File: config.mk
export PLATFORM = sky130hd
export DESIGN_NAME = ptab_seq
export DESIGN_NICKNAME = d
export VERILOG_FILES = /design/src/rtl/ptab_pkg.sv /design/src/rtl/ptab_div.sv /design/src/rtl/ptab_ctrl.sv /design/src/rtl/ptab_seq.sv
export SDC_FILE = /design/constraint.sdc
export NUM_CORES = 1
export LEC_CHECK = 0
export CORE_MARGIN = 3
export CORE_UTILIZATION = 30
export DETAILED_ROUTE_END_ITERATION = 8
export GPL_ROUTABILITY_DRIVEN = 0
export SLEW_MARGIN = 5
export SYNTH_ARGS = -nofsm -noshare
export SYNTH_HDL_FRONTEND = slang
export SYNTH_SLANG_ARGS = --single-unit
File: constraint.sdc
create_clock -name clk -period 4.05 [get_ports clk]
set_input_delay 1.215 -clock clk [delete_from_list [all_inputs] [get_ports clk]]
set_output_delay 1.215 -clock clk [all_outputs]
set_load 0.05 [all_outputs]
File: src/rtl/ptab_pkg.sv
package ptab_pkg;

   // Recurrence chosen for the reduced ratio; NONE also marks a rejection
   typedef enum logic [1:0] {
      MODE_NONE = 2'd0,
      MODE_DOWN = 2'd1,
      MODE_INT  = 2'd2,
      MODE_FRAC = 2'd3
   } ptab_mode_e;

endpackage

File: src/rtl/ptab_div.sv
// Restoring divider, one quotient bit per cycle, results held after done.
module ptab_div #(
   parameter int DVD_W = 18,
   parameter int DVS_W = 9
) (
   input  logic             clk,
   input  logic             rst_n,
   input  logic             start,
   input  logic [DVD_W-1:0] dividend,
   input  logic [DVS_W-1:0] divisor,
   output logic             done,
   output logic [DVD_W-1:0] quo,
   output logic [DVS_W-1:0] rem
);

   localparam int CNT_W = $clog2(DVD_W + 1);

   generate
      if (DVD_W < 2) begin : g_bad_dvd
         $error("ptab_div: DVD_W must be at least 2");
      end
      if (DVS_W < 2) begin : g_bad_dvs
         $error("ptab_div: DVS_W must be at least 2");
      end
   endgenerate

   logic             run_q;
   logic [CNT_W-1:0] cnt_q;
   logic [DVD_W-1:0] shf_q;
   logic [DVS_W-1:0] dvs_q;
   logic [DVS_W:0]   trial;
   logic [DVS_W:0]   diff;
   logic             fits;

   always_comb begin
      trial = {rem, shf_q[DVD_W-1]};
      diff  = trial - {1'b0, dvs_q};
      fits  = (trial >= {1'b0, dvs_q});
   end

   always_ff @(posedge clk) begin
      if (!rst_n) begin
         run_q <= 1'b0;
         cnt_q <= '0;
         shf_q <= '0;
         dvs_q <= '0;
         quo   <= '0;
         rem   <= '0;
         done  <= 1'b0;
      end else begin
         done <= 1'b0;
         if (start) begin
            run_q <= 1'b1;
            cnt_q <= CNT_W'(DVD_W);
            shf_q <= dividend;
            dvs_q <= divisor;
            quo   <= '0;
            rem   <= '0;
         end else if (run_q) begin
            shf_q <= {shf_q[DVD_W-2:0], 1'b0};
            quo   <= {quo[DVD_W-2:0], fits};
            rem   <= fits ? diff[DVS_W-1:0] : trial[DVS_W-1:0];
            cnt_q <= cnt_q - 1'b1;
            if (cnt_q == CNT_W'(1)) begin
               run_q <= 1'b0;
               done  <= 1'b1;
            end
         end
      end
   end

   AST_DIV_NONZERO: assert property (@(posedge clk) disable iff (!rst_n)
      start |-> (divisor != '0));
   AST_DIV_NO_RESTART: assert property (@(posedge clk) disable iff (!rst_n)
      start |-> !run_q);
   AST_DIV_REM_BOUND: assert property (@(posedge clk) disable iff (!rst_n)
      done |-> (rem < dvs_q));

endmodule

File: src/rtl/ptab_ctrl.sv
// Sequencer: gcd reduction, limit check, mode choice and the three recurrences.
module ptab_ctrl
   import ptab_pkg::*;
#(
   parameter int RAT_W   = 8,
   parameter int TABLE_N = 31,
   parameter int WT_SH   = 9
) (
   input  logic                     clk,
   input  logic                     rst_n,
   input  logic                     req_valid,
   input  logic [RAT_W-1:0]         req_num,
   input  logic [RAT_W-1:0]         req_denom,
   output logic                     busy,
   output logic                     err,
   output logic [1:0]               mode,
   output logic                     out_valid,
   input  logic                     out_ready,
   output logic [RAT_W+WT_SH+1:0]   out_word,
   output logic                     out_last,
   output logic                     div_start,
   output logic [RAT_W+WT_SH:0]     div_dvd,
   output logic [RAT_W:0]           div_dvs,
   input  logic                     div_done,
   input  logic [RAT_W+WT_SH:0]     div_quo,
   input  logic [RAT_W:0]           div_rem
);

   localparam int WT_W   = WT_SH + 1;
   localparam int DVD_W  = RAT_W + WT_SH + 1;
   localparam int DVS_W  = RAT_W + 1;
   localparam int ACC_W  = RAT_W + 2;
   localparam int WORD_W = RAT_W + WT_SH + 2;
   localparam logic [WT_W-1:0]  UNITY   = WT_W'(1) << WT_SH;
   localparam logic [RAT_W-1:0] TAB_LIM = RAT_W'(TABLE_N);

   generate
      if (TABLE_N < 1 || TABLE_N >= (1 << RAT_W)) begin : g_bad_tab
         $error("ptab_ctrl: TABLE_N must lie in 1 .. 2**RAT_W-1");
      end
      if (WT_SH < 1) begin : g_bad_wt
         $error("ptab_ctrl: WT_SH must be at least 1");
      end
   endgenerate

   typedef enum logic [4:0] {
      S_IDLE, S_GCD, S_GWAIT, S_RN, S_RNW, S_RD, S_RDW, S_CHK, S_REJ,
      S_EMIT, S_PRE, S_PREW, S_WDIV, S_WWAIT, S_ODIV, S_OWAIT, S_INT
   } st_e;

   st_e               state;
   ptab_mode_e        mode_q;
   logic [RAT_W-1:0]  n0, d0, gx, gy, rn, rd, idx;
   logic [ACC_W-1:0]  r;
   logic [WT_W-1:0]   wt_q;
   logic              hdr_q, vld_q, last_q;
   logic [WORD_W-1:0] word_q;

   logic              is_last;
   logic [WT_W-1:0]   wt_new;
   logic [ACC_W-1:0]  frac_sum;
   logic              frac_step;
   logic [ACC_W-1:0]  down_sum;
   logic              unused_bits;

   always_comb begin
      is_last   = (idx == rn - 1'b1);
      wt_new    = UNITY - div_quo[WT_W-1:0];
      frac_sum  = r + ACC_W'(rd);
      frac_step = (frac_sum >= ACC_W'(rn));
      down_sum  = r + {1'b0, rd, 1'b0};
   end

   assign unused_bits = ^{div_quo, div_rem};

   // divider operand selection
   always_comb begin
      div_start = 1'b0;
      div_dvd   = '0;
      div_dvs   = '0;
      case (state)
         S_GCD: begin
            div_start = (gy != '0);
            div_dvd   = DVD_W'(gx);
            div_dvs   = DVS_W'(gy);
         end
         S_RN: begin
            div_start = 1'b1;
            div_dvd   = DVD_W'(n0);
            div_dvs   = DVS_W'(gx);
         end
         S_RD: begin
            div_start = 1'b1;
            div_dvd   = DVD_W'(d0);
            div_dvs   = DVS_W'(gx);
         end
         S_PRE: begin
            div_start = 1'b1;
            div_dvd   = DVD_W'(rd - rn);
            div_dvs   = {rn, 1'b0};
         end
         S_WDIV: begin
            div_start = 1'b1;
            div_dvd   = {r[RAT_W:0], {WT_SH{1'b0}}};
            div_dvs   = (mode_q == MODE_DOWN) ? {rn, 1'b0} : {1'b0, rn};
         end
         S_ODIV: begin
            div_start = 1'b1;
            div_dvd   = DVD_W'(down_sum);
            div_dvs   = {rn, 1'b0};
         end
         default: ;
      endcase
   end

   always_ff @(posedge clk) begin
      if (!rst_n) begin
         state  <= S_IDLE;
         mode_q <= MODE_NONE;
         n0 <= '0; d0 <= '0; gx <= '0; gy <= '0;
         rn <= '0; rd <= '0; idx <= '0;
         r      <= '0;
         wt_q   <= '0;
         hdr_q  <= 1'b0;
         vld_q  <= 1'b0;
         last_q <= 1'b0;
         word_q <= '0;
      end else begin
         case (state)
            S_IDLE: if (req_valid) begin
               n0     <= req_num;
               d0     <= req_denom;
               gx     <= req_num;
               gy     <= req_denom;
               mode_q <= MODE_NONE;
               state  <= (req_num == '0 || req_denom == '0) ? S_REJ : S_GCD;
            end
            S_GCD:  state <= (gy == '0) ? S_RN : S_GWAIT;
            S_GWAIT: if (div_done) begin
               gx    <= gy;
               gy    <= div_rem[RAT_W-1:0];
               state <= S_GCD;
            end
            S_RN:   state <= S_RNW;
            S_RNW: if (div_done) begin
               rn    <= div_quo[RAT_W-1:0];
               state <= S_RD;
            end
            S_RD:   state <= S_RDW;
            S_RDW: if (div_done) begin
               rd    <= div_quo[RAT_W-1:0];
               state <= S_CHK;
            end
            S_CHK: begin
               if (rn > TAB_LIM) begin
                  state <= S_REJ;
               end else begin
                  if (rd > rn)               mode_q <= MODE_DOWN;
                  else if (rd == RAT_W'(1))  mode_q <= MODE_INT;
                  else                       mode_q <= MODE_FRAC;
                  r      <= '0;
                  idx    <= '0;
                  hdr_q  <= 1'b1;
                  vld_q  <= 1'b1;
                  last_q <= 1'b0;
                  word_q <= '1;
                  state  <= S_EMIT;
               end
            end
            S_REJ:  state <= S_IDLE;
            S_EMIT: if (out_ready) begin
               vld_q <= 1'b0;
               hdr_q <= 1'b0;
               if (last_q)                             state <= S_IDLE;
               else if (hdr_q && mode_q == MODE_DOWN)  state <= S_PRE;
               else if (mode_q == MODE_INT)            state <= S_INT;
               else                                    state <= S_WDIV;
            end
            S_PRE:  state <= S_PREW;
            S_PREW: if (div_done) begin
               r     <= ACC_W'(div_rem);
               state <= S_WDIV;
            end
            S_WDIV: state <= S_WWAIT;
            S_WWAIT: if (div_done) begin
               wt_q <= wt_new;
               if (mode_q == MODE_FRAC) begin
                  r      <= frac_step ? frac_sum - ACC_W'(rn) : frac_sum;
                  word_q <= {1'b0, RAT_W'(frac_step), wt_new};
                  last_q <= is_last;
                  idx    <= idx + 1'b1;
                  vld_q  <= 1'b1;
                  state  <= S_EMIT;
               end else begin
                  state <= S_ODIV;
               end
            end
            S_ODIV: state <= S_OWAIT;
            S_OWAIT: if (div_done) begin
               r      <= ACC_W'(div_rem);
               word_q <= {1'b0, div_quo[RAT_W-1:0], wt_q};
               last_q <= is_last;
               idx    <= idx + 1'b1;
               vld_q  <= 1'b1;
               state  <= S_EMIT;
            end
            S_INT: begin
               word_q <= {1'b1, RAT_W'(is_last), UNITY};
               last_q <= is_last;
               idx    <= idx + 1'b1;
               vld_q  <= 1'b1;
               state  <= S_EMIT;
            end
            default: state <= S_IDLE;
         endcase
      end
   end

   assign busy      = (state != S_IDLE);
   assign err       = (state == S_REJ);
   assign mode      = mode_q;
   assign out_valid = vld_q;
   assign out_word  = word_q;
   assign out_last  = last_q;

   AST_STREAM_HOLD: assert property (@(posedge clk) disable iff (!rst_n)
      (out_valid && !out_ready) |=> (out_valid && $stable(out_word) && $stable(out_last)));
   AST_VALID_WHILE_BUSY: assert property (@(posedge clk) disable iff (!rst_n)
      out_valid |-> busy);
   AST_ERR_SINGLE: assert property (@(posedge clk) disable iff (!rst_n)
      err |=> !err);
   AST_ERR_QUIET: assert property (@(posedge clk) disable iff (!rst_n)
      err |-> (!out_valid && mode == MODE_NONE));
   AST_MODE_SET: assert property (@(posedge clk) disable iff (!rst_n)
      out_valid |-> (mode != MODE_NONE));
   AST_WEIGHT_RANGE: assert property (@(posedge clk) disable iff (!rst_n)
      (out_valid && out_word != '1) |->
         (out_word[WT_W-1:0] <= UNITY && out_word[WT_W-1:0] != '0));
   AST_FRAC_STEP: assert property (@(posedge clk) disable iff (!rst_n)
      (out_valid && mode == MODE_FRAC && out_word != '1) |->
         (out_word[WT_W+RAT_W-1:WT_W] <= RAT_W'(1)));

endmodule

File: src/rtl/ptab_seq.sv
// Top: sequencer plus its shared serial divider.
module ptab_seq #(
   parameter int RAT_W   = 8,
   parameter int TABLE_N = 31,
   parameter int WT_SH   = 9
) (
   input  logic                   clk,
   input  logic                   rst_n,
   input  logic                   req_valid,
   input  logic [RAT_W-1:0]       req_num,
   input  logic [RAT_W-1:0]       req_denom,
   output logic                   busy,
   output logic                   err,
   output logic [1:0]             mode,
   output logic                   out_valid,
   input  logic                   out_ready,
   output logic [RAT_W+WT_SH+1:0] out_word,
   output logic                   out_last
);

   localparam int DVD_W = RAT_W + WT_SH + 1;
   localparam int DVS_W = RAT_W + 1;

   logic             div_start, div_done;
   logic [DVD_W-1:0] div_dvd, div_quo;
   logic [DVS_W-1:0] div_dvs, div_rem;

   ptab_ctrl #(.RAT_W(RAT_W), .TABLE_N(TABLE_N), .WT_SH(WT_SH)) u_ctrl (
      .clk       (clk),
      .rst_n     (rst_n),
      .req_valid (req_valid),
      .req_num   (req_num),
      .req_denom (req_denom),
      .busy      (busy),
      .err       (err),
      .mode      (mode),
      .out_valid (out_valid),
      .out_ready (out_ready),
      .out_word  (out_word),
      .out_last  (out_last),
      .div_start (div_start),
      .div_dvd   (div_dvd),
      .div_dvs   (div_dvs),
      .div_done  (div_done),
      .div_quo   (div_quo),
      .div_rem   (div_rem)
   );

   ptab_div #(.DVD_W(DVD_W), .DVS_W(DVS_W)) u_div (
      .clk      (clk),
      .rst_n    (rst_n),
      .start    (div_start),
      .dividend (div_dvd),
      .divisor  (div_dvs),
      .done     (div_done),
      .quo      (div_quo),
      .rem      (div_rem)
   );

endmodule

# ---- Yosys cells after proc, flatten, opt, wreduce, memory -nomap -nowiden
# Cells that the tools add are included.
dict set report totals {
  latchBits 0
  n_memories 0
  romBits 0
  ff_bits 158
  out_inout_bits 25
  input_bits 20
  mem_bits_rw 0
}
dict set report classes {
  reduce_logical 32
  bitwise 2
  div 0
  n_addsub 9
  n_lt_le_gt_ge 4
  muxes 68
  n_eq_ne 33
  n_mul 0
  shift 0
}
# op n
set ops {}
lappend ops {{$pmux W18 S6} 1}
lappend ops {{$pmux W5 S16} 1}
lappend ops {{$mux W19} 4}
lappend ops {{$pmux W19 S4} 1}
lappend ops {{$mux W5} 13}
lappend ops {{$mux W8} 8}
lappend ops {{$mux W10} 5}
lappend ops {{$eq A5 B4 Y1 const B} 8}
lappend ops {{$mux W18} 2}
lappend ops {{$pmux W9 S4} 1}
lappend ops {{$pmux W8 S2} 2}
lappend ops {{$pmux W8 S4} 1}
lappend ops {{$pmux W10 S3} 1}
lappend ops {{$logic_not A8 Y1} 3}
lappend ops {{$eq A5 B3 Y1 const B} 4}
lappend ops {{$mux W9} 2}
lappend ops {{$mux W1} 16}
lappend ops {{$ne A2 B1 Y1 const B} 8}
lappend ops {{$add A10 B8 Y10} 1}
lappend ops {{$add A10 B9 Y10} 1}
lappend ops {{$eq A5 B1 Y1 const B} 2}
lappend ops {{$eq A5 B2 Y1 const B} 2}
lappend ops {{$ge A10 B8 Y1} 1}
lappend ops {{$ge A10 B9 Y1} 1}
lappend ops {{39 further kinds} 59}

# ---- Logic depth before layout (Yosys ltp)
# Gate-level depths: netlist of the first run.
dict set report logic_depth {
  word_depth 6
  mapped_depth 17
  depth_no_buf 16
}

# ---- Hierarchy
# From an unflattened synthesis of the first run, not the netlist that was laid out.
dict set report hier_totals {
  hier_cells 1226
  hier_area_um2 9955.8
}
# mod n_inst cells_each area_each_um2
set modules_own_cells {}
lappend modules_own_cells {ptab_ctrl 1 905 6959.2}
lappend modules_own_cells {ptab_div 1 321 2996.6}

# ---- Worst setup path after synthesis of the first run
# Ideal clock, no wire load.
dict set report synth_path {
  kind {reg2reg}
  startpoint {reg u_ctrl.rd[0]}
  endpoint {reg u_ctrl.r[1]}
  path_slack_ps 422
  required_ps 3976
  path_buffers 1
  t_arrival_ps 3553
  path_stages_with_launch 18
  cell_sequence {dfxtp_1 > ha_1 > inv_1 > fa_1 > nor2b_1 > o2111ai_1 > nand2_1 > xor2_1 > ha_1 > or2_2 > a21oi_1 > a31oi_1 > a41o_1 > a211oi_4 > buf_6 > mux2i_1 > nand2_1 > a31oi_1}
}
dict set report synth_between {
  elab_chain_cells 6
}
# element line
set synth_lines {}
lappend synth_lines {{start: declaration} ptab_ctrl.sv:53} ;# logic [RAT_W-1:0] n0, d0, gx, gy, rn, rd, idx;
lappend synth_lines {{start signal: assignment} ptab_ctrl.sv:151} ;# rd <= div_quo[RAT_W-1:0];
lappend synth_lines {{$add A10 B8 Y10 *} ptab_ctrl.sv:69} ;# frac_sum = r + ACC_W'(rd);
lappend synth_lines {{$sub A10 B8 Y10 or $ge A10 B8 Y1 (tied branches)} {ptab_ctrl.sv:188, ptab_ctrl.sv:70}}
lappend synth_lines {{$mux W10 *} ptab_ctrl.sv:188} ;# r <= frac_step ? frac_sum - ACC_W'(rn) : frac_sum;
lappend synth_lines {{$mux W10 *} ptab_ctrl.sv:187} ;# if (mode_q == MODE_FRAC) begin
lappend synth_lines {{$mux W10 *} ptab_ctrl.sv:185} ;# S_WWAIT: if (div_done) begin
lappend synth_lines {{$pmux W10 S3 *} ptab_ctrl.sv:129} ;# case (state)
lappend synth_lines {{end signal: assignment} ptab_ctrl.sv:181} ;# r <= ACC_W'(div_rem);
lappend synth_lines {{end signal: assignment} ptab_ctrl.sv:188}
lappend synth_lines {{end signal: assignment} ptab_ctrl.sv:200} ;# r <= ACC_W'(div_rem);
lappend synth_lines {{end: declaration} ptab_ctrl.sv:54} ;# logic [ACC_W-1:0] r;
# Mark *: on every way between the ends. The rest lies on a longest branch, timed or not. The select of a mux whose other input is x is not followed.
# A chain may end at the register's enable or synchronous reset.

# ---- Final worst setup path of the first run
dict set report layout_path {
  startpoint {reg u_ctrl.rd[0]}
  endpoint {reg u_ctrl.r[3]}
}
# Same word-level chain as after synthesis.

==> metrics, run 1 <==
vias 8,657; gr ovfl total 0; Slew Viols, Final 0; clock buffer depth 2; clk_lat worst skew 0.42 ns; Wirelength per Cell 17.9 µm; area grow syn2layout 16.0%; clock transition at the registers of the reported paths 0.07 ns; Worst path slowest cell fa_1; HP Start u_ctrl.wt_q[6]; number of synthesis warnings 0; Leakage between 4 and 5 nW; Post-route DRC 0; most common cell in the netlist dfxtp_1; dpl hpwl 20,400 µm; Die Span Y 182 µm; antenna-violating nets left 0; critical path class reg -> reg; Post-synth EDFFs 0; starting density of the core 30.9%; pwr/cell area approximately 550 nW/µm²; GR Util All Layers 16.9%; Req. time, crit path 4.37 ns; register area 3160 µm²; Core ar. 30,000 µm²; DIE AREA 33,100 µm²; Worst Hold Class reg -> reg; Via density 5.45; CTS tree done; Nets approximately 1,300; final setup fails 0; CTS sink count 158; critical path fanouts, max 4; ant diodes 0; Fmax achieved 0.261 GHz; synthesized area 9280 µm²; post-synth top area cell dfxtp_1; post-layout min period 3.83 ns; worst r2r dst u_ctrl.r[3]; clock skew 0.0111 ns; vias in the first global route 8,296; Yosys cell types 73; Die W roughly 180 µm; minimum hold slack 0.457 ns; most common library cells after synthesis dfxtp_1 (158), nor2_1 (134), nand2_1 (128); I/O Buffers 44; r2r setup slk 0.22 ns; drt pass-1 iters 7; outcome finished, final reports clean; io pins 45; measured slew at the worst slew-check pin 1.21 ns; worst endpoint data arrival time 4.15 ns; clk root buf clkbuf_16; Maximum Capacitance Violations 0; drt total wl 28,400 µm; critical-path cell list ha_2 > inv_1 > fa_1 > nor2b_2 > o2111ai_1 > nand2_1 > xor2_2 > ha_1 > or2_2 > a21oi_2 > a31oi_1 > a41o_1 > a211oi_4 > buf_4 > mux2i_1 > o211ai_1 > o211a_1; unrepaired setup endpoints after global routing no; H-tree level count 4; Hold Vio Cnt, Final 0; cell count of the worst hold path 2; setup TNS 0 ns; worst rel slew slack 19.4%; share of layout cells above drive strength 1 between 7 and 8%; post-synth net total 1,238; largest net degree at the start of global routing 56; Gate Count Post-Synth between 1,000 and 1,500; dominant cells by area after synthesis dfxtp_1 (34%), ha_1 (6.2%), a21oi_1 (5.7%); Seq cells post-synth 158; Seq/Total Area, Yosys 34.1%; post-synth top area share 34.1%; fin crit share between 90% and 100%; Crit. End Element register; Cell Rows 63; Worst Hold End u_ctrl.wt_q[6]; filler cell count ~3,000; CP Launch Type register; antenna violations before repair 0; Num CTS Buffers 17; CP peak stage delay 0.47 ns; fraction of registers with async set/reset 0%; Syn Area/Cell 7.95 µm²; area occupied by multi-input gates 5670 µm²; cts hold-fix bufs 0; 1st-iter DRT viols 1,011; Post-synth top flop dfxtp_1; reg2reg path depth 17; worst vdd ir 317 µV; first-pass GRT wire length 45,700 µm; reg2reg start u_ctrl.rd[0]
[cells in the final DEF, fill, tap and decap left out, types with 6 or more instances in the layout]
master,instances
a211oi_1,15
a21o_1,9
a21oi_1,104
a221oi_1,11
a222oi_1,15
a311oi_1,20
a31oi_1,25
and2_1,8
and3_1,6
buf_4,27
clkbuf_16,17
clkdlybuf4s50_1,44
dfxtp_1,157
ha_1,45
inv_1,45
inv_6,6
mux2i_1,43
nand2_1,128
nand3_1,37
nand4_1,8
nor2_1,134
nor2b_1,17
nor3_1,33
nor4_1,9
o211ai_1,8
o21a_1,9
o21ai_0,53
xnor2_1,37
xor2_1,17
[worst max-delay path by stage]
stage	from	endpoint	slack, ns	cells after the start
after floorplan	u_ctrl.rd[0]	u_ctrl.r[1]	0.42	17
after global placement	u_ctrl.r[0]	u_ctrl.r[1]	0.26	17
after detailed placement	u_ctrl.rd[0]	u_ctrl.r[1]	0.23	17
after CTS	u_ctrl.rd[0]	u_ctrl.r[1]	0.18	17
after global routing	u_ctrl.r[0]	u_ctrl.r[3]	0.04	17
final	u_ctrl.rd[0]	u_ctrl.r[3]	0.22	17
[flip-flops by register name (all words and copies together), names as in the netlist, 2 cells and up]
signal,cells
u_ctrl.gx,8
u_ctrl.mode,2
u_ctrl.state,5
u_ctrl.rn,8
u_ctrl.d0,8
u_ctrl.r,10
u_ctrl.wt_q,10
u_div.rem,9
u_div.quo,10
u_ctrl.n0,8
u_div.dvs_q,9
u_ctrl.out_word,19
u_ctrl.gy,8
u_ctrl.rd,8
u_div.cnt_q,5
u_div.shf_q,18
u_ctrl.idx,8
[worst max-delay path: cells and delay by family, from the launching register on]
family                     cells  cell delay (ns)
AOI/OAI and AO/OA              7             1.21
muxes                          1             0.17
and+or+nand+nor                3             0.60
DFF                            1             0.34
buffers and inverters          2             0.23
xor gates and xnor gates       1             0.19
adders and majority gates      3             0.97
[metal layers]
| metal | routed length [µm] | vias up | GRT usage (%) |
|---|---|---|---|
| li1 | - | 4235 | - |
| met1 | 13600 | 4118 | 24.3 |
| met2 | 12900 | 278 | 26.4 |
| met3 | 1460 | 26 | 2.74 |
| met4 | 452 | 0 | 4.14 |
| met5 | 0 | - | 0 |
[through the flow]
step,utilization (%),instances,power (W),worst slack (ns),cell area (µm²)
floorplan,-,1167,0.00375,0.422,9280
finish,35.9,1588,0.00589,0.217,10800
detailed placement,33.9,1555,0.00430,0.225,10200
CTS,35.8,1587,0.00590,0.177,10700
global route,35.9,1588,0.00630,0.0358,10800
global placement,33.9,1555,0.00426,0.265,10200
[power breakdown]
| part | internal, W | leakage (nW) | switching, W |
|---|---|---|---|
| combinational | 0.000862 | 2.49 | 0.00141 |
| clock | 0.000865 | 0.273 | 0.000718 |
| sequential | 0.00178 | 1.28 | 0.000256 |
| total | 0.00351 | 4.05 | 0.00238 |
[what timing repair did]
action	in CTS	in global routing
buffers inserted	0	1
endpoints found under the setup margin	0	9
gates resized for setup	0	6
[cell type report]
class	instances	area share (%)
clock buffer	19	4.02
clock inverter	13	1.21
inverter	47	1.64
multi-input combinational	886	52.7
sequential	158	29.4
tap	390	4.53
timing repair buffer	75	6.55
[kinds of logic (layout without fill, tap and decap cells)]
| family | count (synthesis) | after routing | share of synthesized area (%) |
|---|---|---|---|
| adders and majority gates | 51 | 51 | 7.28 |
| muxes | 47 | 47 | 5.12 |
| xor gates and xnor gates | 55 | 55 | 5.19 |
| buffers and inverters | 123 | 154 | 5.23 |
| AOI/OAI and AO/OA | 318 | 318 | 22.6 |
| DFF | 158 | 158 | 34.1 |
| and+or+nand+nor | 415 | 415 | 20.5 |
Note: power is estimated with default switching activity, not from simulation.
==> inputs of run 2 (changes only) <==
--- a/config.mk
+++ b/config.mk
@@ -9,6 +9,7 @@
 export CORE_UTILIZATION = 30
 export DETAILED_ROUTE_END_ITERATION = 8
 export GPL_ROUTABILITY_DRIVEN = 0
+export PLACE_DENSITY = 0.46
 export SLEW_MARGIN = 5
 export SYNTH_ARGS = -nofsm -noshare
 export SYNTH_HDL_FRONTEND = slang
==> metrics, run 2 (synthesized netlist as in run 1, its figures left out) <==
Crit. End Element register; Slew Viols, Final 0 (unchanged); Worst Hold Class reg -> reg; dpl hpwl 22,200 µm (+9.0%); Core ar. 30,000 µm² (unchanged); worst r2r dst u_ctrl.r[3]; HP Start u_ctrl.wt_q[1]; critical path class reg -> reg; clock skew 0.0143 ns (+0.00316 ns); Num CTS Buffers 17 (unchanged); worst rel slew slack 22.6% (+3.2 points); Cell Rows 63 (unchanged); Largest delay share family, worst path compound AO/OA/AOI/OAI gates; vias 8,588 (-0.80%); drt pass-1 iters 8 (+1); critical-path cell list ha_1 > inv_1 > fa_2 > nor2b_2 > o2111ai_1 > nand2_1 > xor2_2 > ha_1 > or2_2 > a21oi_1 > a31oi_1 > a41o_1 > a211oi_4 > buf_4 > mux2i_1 > o211ai_1 > o211a_1; CP Launch Type register; Maximum Capacitance Violations 0 (unchanged); reg2reg path depth 17 (unchanged); critical path fanouts, max 6 (+2); Req. time, crit path 4.38 ns (about the same); post-layout min period 3.78 ns (-0.0497 ns); clock transition at the registers of the reported paths 0.08 ns (about the same); CTS tree done; Die Span Y 182 µm (unchanged); commonest non-fill, non-tap cell in the layout dfxtp_1; I/O Buffers 44 (unchanged); drt total wl 31,000 µm (+9.2%); cell count of the worst hold path 2 (unchanged); Fmax achieved 0.264 GHz (+1.3%); reg2reg start u_ctrl.r[0]; worst vdd ir 333 µV (+4.9%); measured slew at the worst slew-check pin 1.15 ns (-0.0567 ns); setup TNS 0 ns (unchanged); clk root buf clkbuf_16; commonest non-fill, non-tap cells in the layout dfxtp_1 (157), nor2_1 (133), nand2_1 (128); H-tree level count 4 (unchanged); Worst Hold End u_ctrl.wt_q[1]; gr ovfl total 0 (unchanged); unrepaired setup endpoints after global routing no; Wirelength per Cell 19.5 µm (+9.1%); cts hold-fix bufs 0 (unchanged); starting density of the core 30.9% (unchanged); CP Buf/Inv Count 2 (unchanged); clk_lat worst skew 0.44 ns (+0.02 ns); GR Util All Layers 18.5% (+1.6 points); CP most frequent cell ha_1; DIE AREA 33,100 µm² (unchanged); Worst path slowest cell fa_2; outcome finished, final reports clean; r2r setup slk 0.27 ns (+0.05 ns); CTS resizes 0 (unchanged); pwr/cell area 558 nW/µm² (+2.0%); Nets 1,258 (+0.16%); max reg flops 19 (unchanged); worst endpoint data arrival time 4.12 ns (-0.03 ns); CP peak stage delay 0.42 ns (-0.05 ns); Reg with most FFs u_ctrl.out_word; fin crit share 93.4% (-1.2 points); vias in the first global route 8,046 (-3.0%); Hold Vio Cnt, Final 0 (unchanged); final setup fails 0 (unchanged); largest registers u_ctrl.out_word (19), u_div.shf_q (18); antenna violations before repair 0 (unchanged); area grow syn2layout 16.4%; Post-CTS Setup Inserts 0 (unchanged); 1st-iter DRT viols 631 (-38%); antenna-violating nets left 0 (unchanged); largest net degree at the start of global routing 102 (+82%); first-pass GRT wire length 48,300 µm (+5.7%); minimum hold slack 0.461 ns (+0.00332 ns); io pins 45 (unchanged); ant diodes 0 (unchanged); Die W 182 µm (unchanged); Leakage 4.07 nW (+0.52%); share of layout cells above drive strength 1 8.00% (+0.24 points); CTS sink count 158 (unchanged); Post-route DRC 0 (unchanged); Via density 5.40 (-0.92%); clock buffer depth 2 (unchanged)
## run 2: final cells by class
class                           count  area, µm²
Tap cell                          390        488
Timing Repair Buffer               77        701
Fill cell                        3128      19200
Clock inverter                     15        175
Multi-Input combinational cell    886       5680
Clock buffer                       17        425
Sequential cell                   158       3160
Inverter                           47        178
## run 2: worst register-to-register path, cell delays in order (launching register included)
cell and delay, ns:
dfxtp_1 0.35, ha_1 0.22, inv_1 0.09, fa_2 0.42
nor2b_2 0.16, o2111ai_1 0.14, nand2_1 0.13, xor2_2 0.18
ha_1 0.28, or2_2 0.30, a21oi_1 0.19, a31oi_1 0.11
a41o_1 0.27, a211oi_4 0.21, buf_4 0.20, mux2i_1 0.20
o211ai_1 0.10, o211a_1 0.14
## run 2: report_power, final
| part | switching [W] | internal, W |
|---|---|---|
| clock | 0.000815 | 0.000832 |
| sequential | 0.000293 | 0.00178 |
| combinational | 0.00142 | 0.000887 |
| total | 0.00253 | 0.00350 |
## run 2: routing by layer
layer / routed length [µm] / track usage, % / up-vias
met5: 0 / 0 / -
met4: 404 / 4.08 / 0
met3: 1450 / 2.92 / 23
met2: 13700 / 27.9 / 224
met1: 15400 / 27.7 / 4091
li1: - / - / 4250
## run 2: per-stage QoR
step                worst slack, ns  utilization, %  instance area, µm²  total power, W  instances
global placement              0.238            33.9               10200         0.00439       1558
CTS                           0.165            35.9               10800         0.00607       1590
finish                        0.266            36.0               10800         0.00603       1590
floorplan                     0.422               -                9280         0.00375       1167
detailed placement            0.205            33.9               10200         0.00440       1558
global route                 0.0169            36.0               10800         0.00643       1590
## run 2: how the worst max path moves through the flow
stage	startpoint	to	slack, ns	depth (start not counted)
after floorplan	u_ctrl.rd[0]	u_ctrl.r[1]	0.42	17
after global placement	u_ctrl.r[0]	u_ctrl.r[3]	0.24	17
after detailed placement	u_ctrl.r[0]	u_ctrl.r[3]	0.20	17
after CTS	u_ctrl.r[0]	u_ctrl.r[3]	0.17	17
after global routing	u_ctrl.r[0]	u_ctrl.r[1]	0.02	17
final	u_ctrl.r[0]	u_ctrl.r[3]	0.27	17
